[src/rtl/msc_pkg.sv]
package msc_pkg;

    typedef enum logic [1:0] {
        ST_LOAD,
        ST_SCLK_LO,
        ST_SCLK_HI,
        ST_COMMIT
    } msc_state_e;

    localparam int NUM_PORTS     = 2;
    localparam int LINES_PER_CNT = 2;
    localparam int NUM_CNT       = 2 * NUM_PORTS;
    localparam int FRAME_BITS    = NUM_CNT * LINES_PER_CNT;

endpackage

[src/rtl/msc_frame_fsm.sv]
module msc_frame_fsm
    import msc_pkg::*;
#(
    parameter int HALF_CYC = 2,
    parameter int NBITS    = 8
) (
    input  logic             clk,
    input  logic             rst_n,
    input  logic             ser_data,
    output logic             ser_load,
    output logic             ser_clk,
    output logic             commit,
    output logic [NBITS-1:0] samples
);

    localparam int HC_W = $clog2(HALF_CYC + 1);
    localparam int BI_W = $clog2(NBITS);
    localparam logic [HC_W-1:0] HC_LAST = HC_W'(HALF_CYC - 1);
    localparam logic [BI_W-1:0] BI_LAST = BI_W'(NBITS - 1);

    msc_state_e      state_q, state_d;
    logic [HC_W-1:0] hc_q;
    logic [BI_W-1:0] bi_q;
    logic            half_done;
    logic            last_bit;

    assign half_done = (hc_q == HC_LAST);
    assign last_bit  = (bi_q == BI_LAST);

    // next-state logic
    always_comb begin
        state_d = state_q;
        unique case (state_q)
            ST_LOAD:    state_d = ST_SCLK_LO;
            ST_SCLK_LO: if (half_done) state_d = ST_SCLK_HI;
            ST_SCLK_HI: if (half_done) state_d = last_bit ? ST_COMMIT : ST_SCLK_LO;
            ST_COMMIT:  state_d = ST_LOAD;
        endcase
    end

    // state register
    always_ff @(posedge clk or negedge rst_n) begin
        if (!rst_n) state_q <= ST_LOAD;
        else        state_q <= state_d;
    end

    // half-period timer, bit index and sample capture
    always_ff @(posedge clk or negedge rst_n) begin
        if (!rst_n) begin
            hc_q    <= '0;
            bi_q    <= '0;
            samples <= '0;
        end else begin
            unique case (state_q)
                ST_LOAD: begin
                    hc_q <= '0;
                    bi_q <= '0;
                end
                ST_SCLK_LO: begin
                    if (half_done) begin
                        hc_q          <= '0;
                        samples[bi_q] <= ser_data;
                    end else begin
                        hc_q <= hc_q + 1'b1;
                    end
                end
                ST_SCLK_HI: begin
                    if (half_done) begin
                        hc_q <= '0;
                        if (!last_bit) bi_q <= bi_q + 1'b1;
                    end else begin
                        hc_q <= hc_q + 1'b1;
                    end
                end
                ST_COMMIT: hc_q <= '0;
            endcase
        end
    end

    // Moore outputs
    always_comb begin
        ser_load = 1'b0;
        ser_clk  = 1'b0;
        commit   = 1'b0;
        unique case (state_q)
            ST_LOAD:    ser_load = 1'b1;
            ST_SCLK_LO: ser_clk  = 1'b0;
            ST_SCLK_HI: ser_clk  = 1'b1;
            ST_COMMIT:  commit   = 1'b1;
        endcase
    end

endmodule

[src/rtl/msc_quad_counter.sv]
module msc_quad_counter #(
    parameter int CNT_W = 8
) (
    input  logic             clk,
    input  logic             rst_n,
    input  logic             commit,
    input  logic             pin_a,
    input  logic             pin_b,
    input  logic             preset_we,
    input  logic [CNT_W-3:0] preset_val,
    output logic [CNT_W-1:0] count
);

    logic [1:0]       phase_new;
    logic [1:0]       delta;
    logic [CNT_W-1:0] stepped;
    logic [CNT_W-1:0] count_d;

    // Gray pair to binary phase; the counter's own low bits hold the previous phase
    assign phase_new = {pin_b, pin_b ^ pin_a};
    assign delta     = phase_new - count[1:0];

    always_comb begin
        unique case (delta)
            2'd0: stepped = count;
            2'd1: stepped = count + CNT_W'(1);
            2'd3: stepped = count - CNT_W'(1);
            2'd2: stepped = {count[CNT_W-1:2], phase_new};
        endcase
    end

    always_comb begin
        count_d = commit ? stepped : count;
        if (preset_we) count_d[CNT_W-1:2] = preset_val;
    end

    always_ff @(posedge clk or negedge rst_n) begin
        if (!rst_n) count <= '0;
        else        count <= count_d;
    end

endmodule

[src/rtl/mouse_serial_counters.sv]
module mouse_serial_counters
    import msc_pkg::*;
#(
    parameter int HALF_CYC = 2,
    parameter int CNT_W    = 8
) (
    input  logic               clk,
    input  logic               rst_n,
    output logic               ser_load,
    output logic               ser_clk,
    input  logic               ser_data,
    input  logic               test_we,
    input  logic [2*CNT_W-1:0] test_data,
    output logic [2*CNT_W-1:0] port0_word,
    output logic [2*CNT_W-1:0] port1_word,
    output logic [3:0]         port0_dir,
    output logic [3:0]         port1_dir
);

    logic                  frame_commit;
    logic [FRAME_BITS-1:0] samples;
    logic [CNT_W-1:0]      cnt [NUM_CNT];
    logic [3:0]            dir [NUM_PORTS];

    msc_frame_fsm #(
        .HALF_CYC (HALF_CYC),
        .NBITS    (FRAME_BITS)
    ) u_fsm (
        .clk      (clk),
        .rst_n    (rst_n),
        .ser_data (ser_data),
        .ser_load (ser_load),
        .ser_clk  (ser_clk),
        .commit   (frame_commit),
        .samples  (samples)
    );

    // counter g: even = X, odd = Y; port = g/2
    for (genvar g = 0; g < NUM_CNT; g++) begin : g_cnt
        logic [CNT_W-3:0] pv;
        if (g % 2 == 1) begin : g_y
            assign pv = test_data[2*CNT_W-1:CNT_W+2];
        end else begin : g_x
            assign pv = test_data[CNT_W-1:2];
        end
        msc_quad_counter #(
            .CNT_W (CNT_W)
        ) u_cnt (
            .clk        (clk),
            .rst_n      (rst_n),
            .commit     (frame_commit),
            .pin_a      (samples[LINES_PER_CNT*g]),
            .pin_b      (samples[LINES_PER_CNT*g+1]),
            .preset_we  (test_we),
            .preset_val (pv),
            .count      (cnt[g])
        );
    end

    // switch decode: {right, back, left, forward}
    for (genvar p = 0; p < NUM_PORTS; p++) begin : g_dir
        assign dir[p] = {cnt[2*p][1],   cnt[2*p][1] ^ cnt[2*p][0],
                         cnt[2*p+1][1], cnt[2*p+1][1] ^ cnt[2*p+1][0]};
    end

    assign port0_word = {cnt[1], cnt[0]};
    assign port1_word = {cnt[3], cnt[2]};
    assign port0_dir  = dir[0];
    assign port1_dir  = dir[1];

endmodule

[config.mk]
export PLATFORM = sky130hd
export DESIGN_NAME = mouse_serial_counters
export DESIGN_NICKNAME = d
export VERILOG_FILES = /design/src/rtl/msc_pkg.sv /design/src/rtl/msc_frame_fsm.sv /design/src/rtl/msc_quad_counter.sv /design/src/rtl/mouse_serial_counters.sv
export SDC_FILE = /design/constraint.sdc
export NUM_CORES = 1
export LEC_CHECK = 0
export ABC_AREA = 1
export ABC_CLOCK_PERIOD_IN_PS = 2900
export BUFFER_PORTS_ARGS = -buffer_cell sky130_fd_sc_hd__buf_4
export CORE_MARGIN = 3
export CORE_UTILIZATION = 49
export DETAILED_ROUTE_END_ITERATION = 10
export GPL_TIMING_DRIVEN = 0
export PLACE_DENSITY = 0.69
export SLEW_MARGIN = 20
export SYNTH_ARGS = -nofsm -noshare
export SYNTH_HDL_FRONTEND = slang
export SYNTH_SLANG_ARGS = --single-unit
export TNS_END_PERCENT = 5
[constraint.sdc]
create_clock -name clk -period 2.9 [get_ports clk]
set_clock_uncertainty 0.05 [all_clocks]
set_input_delay 0.145 -clock clk [delete_from_list [all_inputs] [get_ports clk]]
set_output_delay 0.145 -clock clk [all_outputs]
set_load 0.005 [all_outputs]
## Word-level counts from Yosys, hierarchy flattened

Cells that the tools add are included.

- Add/sub/neg operators: 14
- Magnitude comparators: 2
- Eq/ne operators: 28
- Multiplexer cells: 27
- Bitwise operators: 12
- Reductions and logical operators: 21

Operator list:

| cell | count |
|---|---|
| one-hot mux 8 bit (3 select lines) | 4 |
| adder 8 x 1 -> 8 bit (second input constant) | 4 |
| two-way mux 8 bit | 4 |
| subtractor 8 x 1 -> 8 bit (second input constant) | 4 |
| two-way mux 6 bit | 4 |
| == test 2 bit (second input constant) | 10 |
| inequality test 2 bit (second input constant) | 9 |
| AND reduction 3 bit | 5 |
| == test 2 x 1 -> 1 bit (second input constant) | 6 |
| AND reduction 2 bit | 6 |
| logical NOT 2 bit | 5 |
| bitwise mux 8 bit | 1 |
| two-way mux 2 bit | 4 |
| one-hot mux 2 bit (4 select lines) | 1 |
| subtractor 2 bit | 4 |
| XOR 1 bit | 8 |
| two-way mux 3 bit | 2 |
| one-hot mux 3 bit (2 select lines) | 1 |
| less-than comparator 3 x 4 -> 1 bit (second input constant) | 1 |
| two-way mux 1 bit | 4 |
| inequality test 2 x 1 -> 1 bit (second input constant) | 2 |
| inverter 1 bit | 4 |
| one-hot mux 2 bit (2 select lines) | 1 |
| nonzero test 2 bit | 2 |
| 7 further kinds | 8 |

- Bits in registers: 47
- Input bits: 20
- Output and inout port bits: 42
- Logic and storage cells: 116

## Depth between registers and ports, before layout

- Depth in word-level cells: 6
- Depth in mapped cells: 18
- Depth with buffers taken out: 18

## Modules after synthesis

A second synthesis with hierarchy kept.

- Cells, all modules: 644
- Area total of the unflattened synthesis: 4411.7 um^2

By module, submodules not included:

| module | times used | cells each | area each (um^2) | seq. area each (um^2) |
|---|---|---|---|---|
| msc_quad_counter | 4 | 127 | 857.1 | 200.2 |
| msc_frame_fsm | 1 | 112 | 878.3 | 375.4 |
| mouse_serial_counters | 1 | 24 | 105.1 | 0.0 |

## Least setup slack after synthesis

No wires, ideal clock.

- Path type: flip-flop to flip-flop
- Start point: reg g_cnt[3].u_cnt.count[0]
- End point: reg g_cnt[3].u_cnt.count[6]
- Library setup time: 118 ps
- Data arrival time: 1800 ps
- Data required time: 2732 ps
- Setup slack: 932 ps
- Cell stages (with the launch flop): 19
- Buffers on the path: 1
- Clock period less this slack: 1968 ps
- Cell sequence: dfrtp_1 > buf_4 > inv_1 > nand3_2 > nand2_4 > nand3_4 > nand2_1 > nand2_1 > inv_1 > ha_1 > inv_1 > nand2_1 > nand2_1 > nand2_1 > nand3_1 > nand2_1 > nand2_1 > nand3_1 > nand2_1

- Word-level cells in the longest chain between the ends: 5
- Elaborated cells between the ends (all ways): 13
- Those cells by class: add/sub (3); eq/ne (5); mux (3); reduce/logical (2)

Ends and longest elaborated chain:

| element | line | RTL |
|---|---|---|
| from (decl) | msc_quad_counter.sv:11 | `output logic [CNT_W-1:0] count` |
| from (signal assigned) | msc_quad_counter.sv:39 | `else count <= count_d;` |
| branches (longest 5 deep; another with subtractor 8 x 1 -> 8 bit) | n/a |  |

Parallel ways; which one is timed is not known. The select of a mux whose other input is x is not followed.
A chain may end at the register's enable or synchronous reset.

## Final worst setup path

- Start point: reg g_cnt[2].u_cnt.count[0]
- End point: reg g_cnt[2].u_cnt.count[6]

- Word-level cells in the longest chain between the ends: 5
- Elaborated cells between the ends (all ways): 13
- Those cells by class: add/sub (3); eq/ne (5); mux (3); reduce/logical (2)

Ends and longest elaborated chain:

| element | line |
|---|---|
| from (decl) | msc_quad_counter.sv:11 |
| from (signal assigned) | msc_quad_counter.sv:39 |
| branches (longest 5 deep; another with subtractor 8 x 1 -> 8 bit) | n/a |

Parallel ways; which one is timed is not known. The select of a mux whose other input is x is not followed.

==> metrics.txt <==
outcome finished clean; ratio of cells with drive above 1 in the final layout 21.6%; metal2 WL 5190 um; Die Span X 99.9 um; worst hold slack 0.0388 ns; DR vias 4174; syn_area_per_cell 6.75 um2; Clock transition at path regs 0.09 ns; IO Port Bufs 56; Lkg Pwr 2.74 nW; final count of hold timing violations 0; Final Worst Setup Slack 0.624 ns; Final ANT Viol Nets 0; RR Startpoint g_cnt[2].u_cnt.count[0]; Place WS 0.667 ns; Initial Utilization 51.5%; DIE AREA 9970 um2; Final TNS setup 0 ns; Core Box Area 8380 um2; routability congestion estimate 0.901; Slew Limit Fails 0; worst slew pin tran 0.646 ns; first-pass GRT wire length 18200 um; Clock Latency Late Sink 0.30 ns; EDFF count, synth 0; vias in the first global route 4082; relative max-transition margin 57.0%; DR iter-0 viols 135; worst hold path type primary input to flop; syn_nets 681; Synth Register Bits 47; CP Launch Point g_cnt[2].u_cnt.count[0]; n_diodes 0; CP Buf/Inv Count 4; capturing element type of the critical path flop; unrepaired setup endpoints after global routing false; post-route DRC violation count 0; Slowest cell on crit path dfrtp_1; worst reg2reg setup slack 0.62 ns; CP Launch Type flop; TritonCTS clock tree done; Seq/Total Area, Yosys 27.2%; largest net degree at the start of global routing 48; fin crit period 2.28 ns; CP arrival 2.43 ns; floorplan die height 99.9 um; Worst R2R Path Depth 18; Metal-1 WL 4650 um; total CTS buffers 5; clock root cell clkbuf_8; layout net count 745; Post-synth ARST share 100%; vias per cell 5.16; Synth Instances 640; DP HPWL 8280 um; final WL 10400 um; CP cell instances buf_2 -> inv_1 -> nand3_2 -> nand2_4 -> nand3_4 -> nand2_1 -> nand2_1 -> inv_1 -> ha_1 -> inv_1 -> nand2_1 -> nand2_1 -> nand2_1 -> nand3_1 -> nand2_1 -> nand2_1 -> nand3_1 -> nand2_1; CP endpoint g_cnt[2].u_cnt.count[6]; crit-path max cell delay 0.42 ns; Placement Rows 33; post-cts repair resize count 0; Tcrit/Tclk final 78.5%; Fillers 811; CP Class flop to flop; Clock Path Buffers 2; wire per inst 12.9 um; Mapped Area 4320 um2; reg2reg end g_cnt[2].u_cnt.count[6]; max cap viols 0; most common flop cell mapped by yosys dfrtp_1; Setup violations, final 0; CP delay by family, top simple AND/OR/NAND/NOR gates; met3 wire length 424 um; Critical Path Stages 18; H-tree depth 2; pwr dens 416 nW/um2; CP most frequent cell nand2_1; Max VDD drop 0.255 mV; DR top layer met4; # IOs 62; fmax 439 MHz; Area Growth Syn to Fin 15.0%; Ys Warns 0; total congestion overflow 0; Yosys cell types 27; CTS Sinks 47; CP Max Fanout 8; gr usage total 21.9%; drt first pass iters 5; Worst EP required 3.05 ns; antenna violations before repair 0
worst reg2reg max path: cells and delay by family (launching register included):
| family | cells | cell delay (ns) |
|---|---|---|
| fa+ha+maj | 1 | 0.14 |
| simple gates | 13 | 1.16 |
| flops | 1 | 0.42 |
| buf+inv | 4 | 0.39 |
flip-flops by register name, indices dropped and copies added (netlist names):
register and flops:
u_fsm.samples 8, u_fsm.hc_q 2, u_fsm.state_q 2, g_cnt.u_cnt.count 32
u_fsm.bi_q 3
kinds of logic after synthesis:
group	after synthesis	synth area share, %
buf+inv	119	10.9
flops	47	27.2
simple gates	382	44.5
compound gates	63	9.74
fa+ha+maj	21	6.09
xor+xnor	8	1.62
power by group:
group | switching [W] | internal [W] | total, W
Combinational | 0.000546 | 0.000350 | 0.000897
Sequential | 0.0000541 | 0.000701 | 0.000755
Clock | 0.000229 | 0.000188 | 0.000417
layout make-up:
cell class | instances | area [um2] | share of cell area [%]
buffer | 13 | 71.3 | 1.44
clock buffer | 6 | 82.6 | 1.66
clock inverter | 1 | 5.00 | 0.101
inverter | 106 | 398 | 8.01
multi-input combinational | 474 | 2670 | 53.8
sequential | 47 | 1180 | 23.7
tap | 105 | 131 | 2.64
timing repair buffer | 57 | 430 | 8.66
layout by cell type, fill, tap and decap left out, drive strengths merged:
cell type	Yosys	routed
buf	8	64
nor2	34	34
or2	4	4
a21oi	14	14
o21ai	28	28
nand4	9	9
inv	106	106
a31oi	1	1
ha	21	21
xor2	8	8
o211ai	5	5
o21bai	8	8
dfrtp	47	47
nand2	237	237
clkbuf	5	11
nand3	89	89
clkinv	0	1
dlygate4sd3	0	1
nor3	9	9
o221ai	7	7
what timing repair did:
item                      CTS  global route
hold endpoints to repair   47             0
setup buffers               0             0
hold buffers                1             0
worst min-delay path by stage:
stage / startpoint / endpoint / depth (start not counted) / slack, ns
CTS: test_data[3] / g_cnt[0].u_cnt.count[3] / 3 / 0.04
floorplan: rst_n / g_cnt[0].u_cnt.count[0] / 0 / -0.20
detailed placement: rst_n / g_cnt[1].u_cnt.count[1] / 1 / 0.17
global placement: rst_n / g_cnt[1].u_cnt.count[1] / 1 / 0.17
finish: test_data[3] / g_cnt[0].u_cnt.count[3] / 3 / 0.04
global route: test_data[3] / g_cnt[0].u_cnt.count[3] / 3 / 0.04
layer usage:
layer | vias to the layer above | GRT usage (%)
li1 | 2164 | -
met1 | 1916 | 27.4
met2 | 83 | 39.7
met3 | 11 | 2.78
met4 | 0 | 5.25
met5 | - | 0
stage by stage:
stage	instances	instance area (um2)	utilization, %	power [W]
after detailed placement	801	4870	58.1	0.00166
after CTS	809	4970	59.3	0.00209
after global routing	809	4970	59.3	0.00224
final	809	4970	59.3	0.00207
after floorplan	640	4320	-	0.00141
after global placement	801	4870	58.1	0.00164
synth_stat cells (7+ instances only):
library cell,instances,area (um2)
a21oi_1,14,70.1
dfrtp_1,47,1180
ha_1,21,263
inv_1,97,364
inv_2,9,33.8
nand2_1,205,769
nand2_2,27,169
nand3_1,60,300
nand3_2,22,220
nand3_4,7,123
nand4_1,9,56.3
nor2_1,31,116
o21ai_0,28,140
o221ai_1,7,61.3
xor2_1,8,70.1
(Power assumes the default switching activity.)
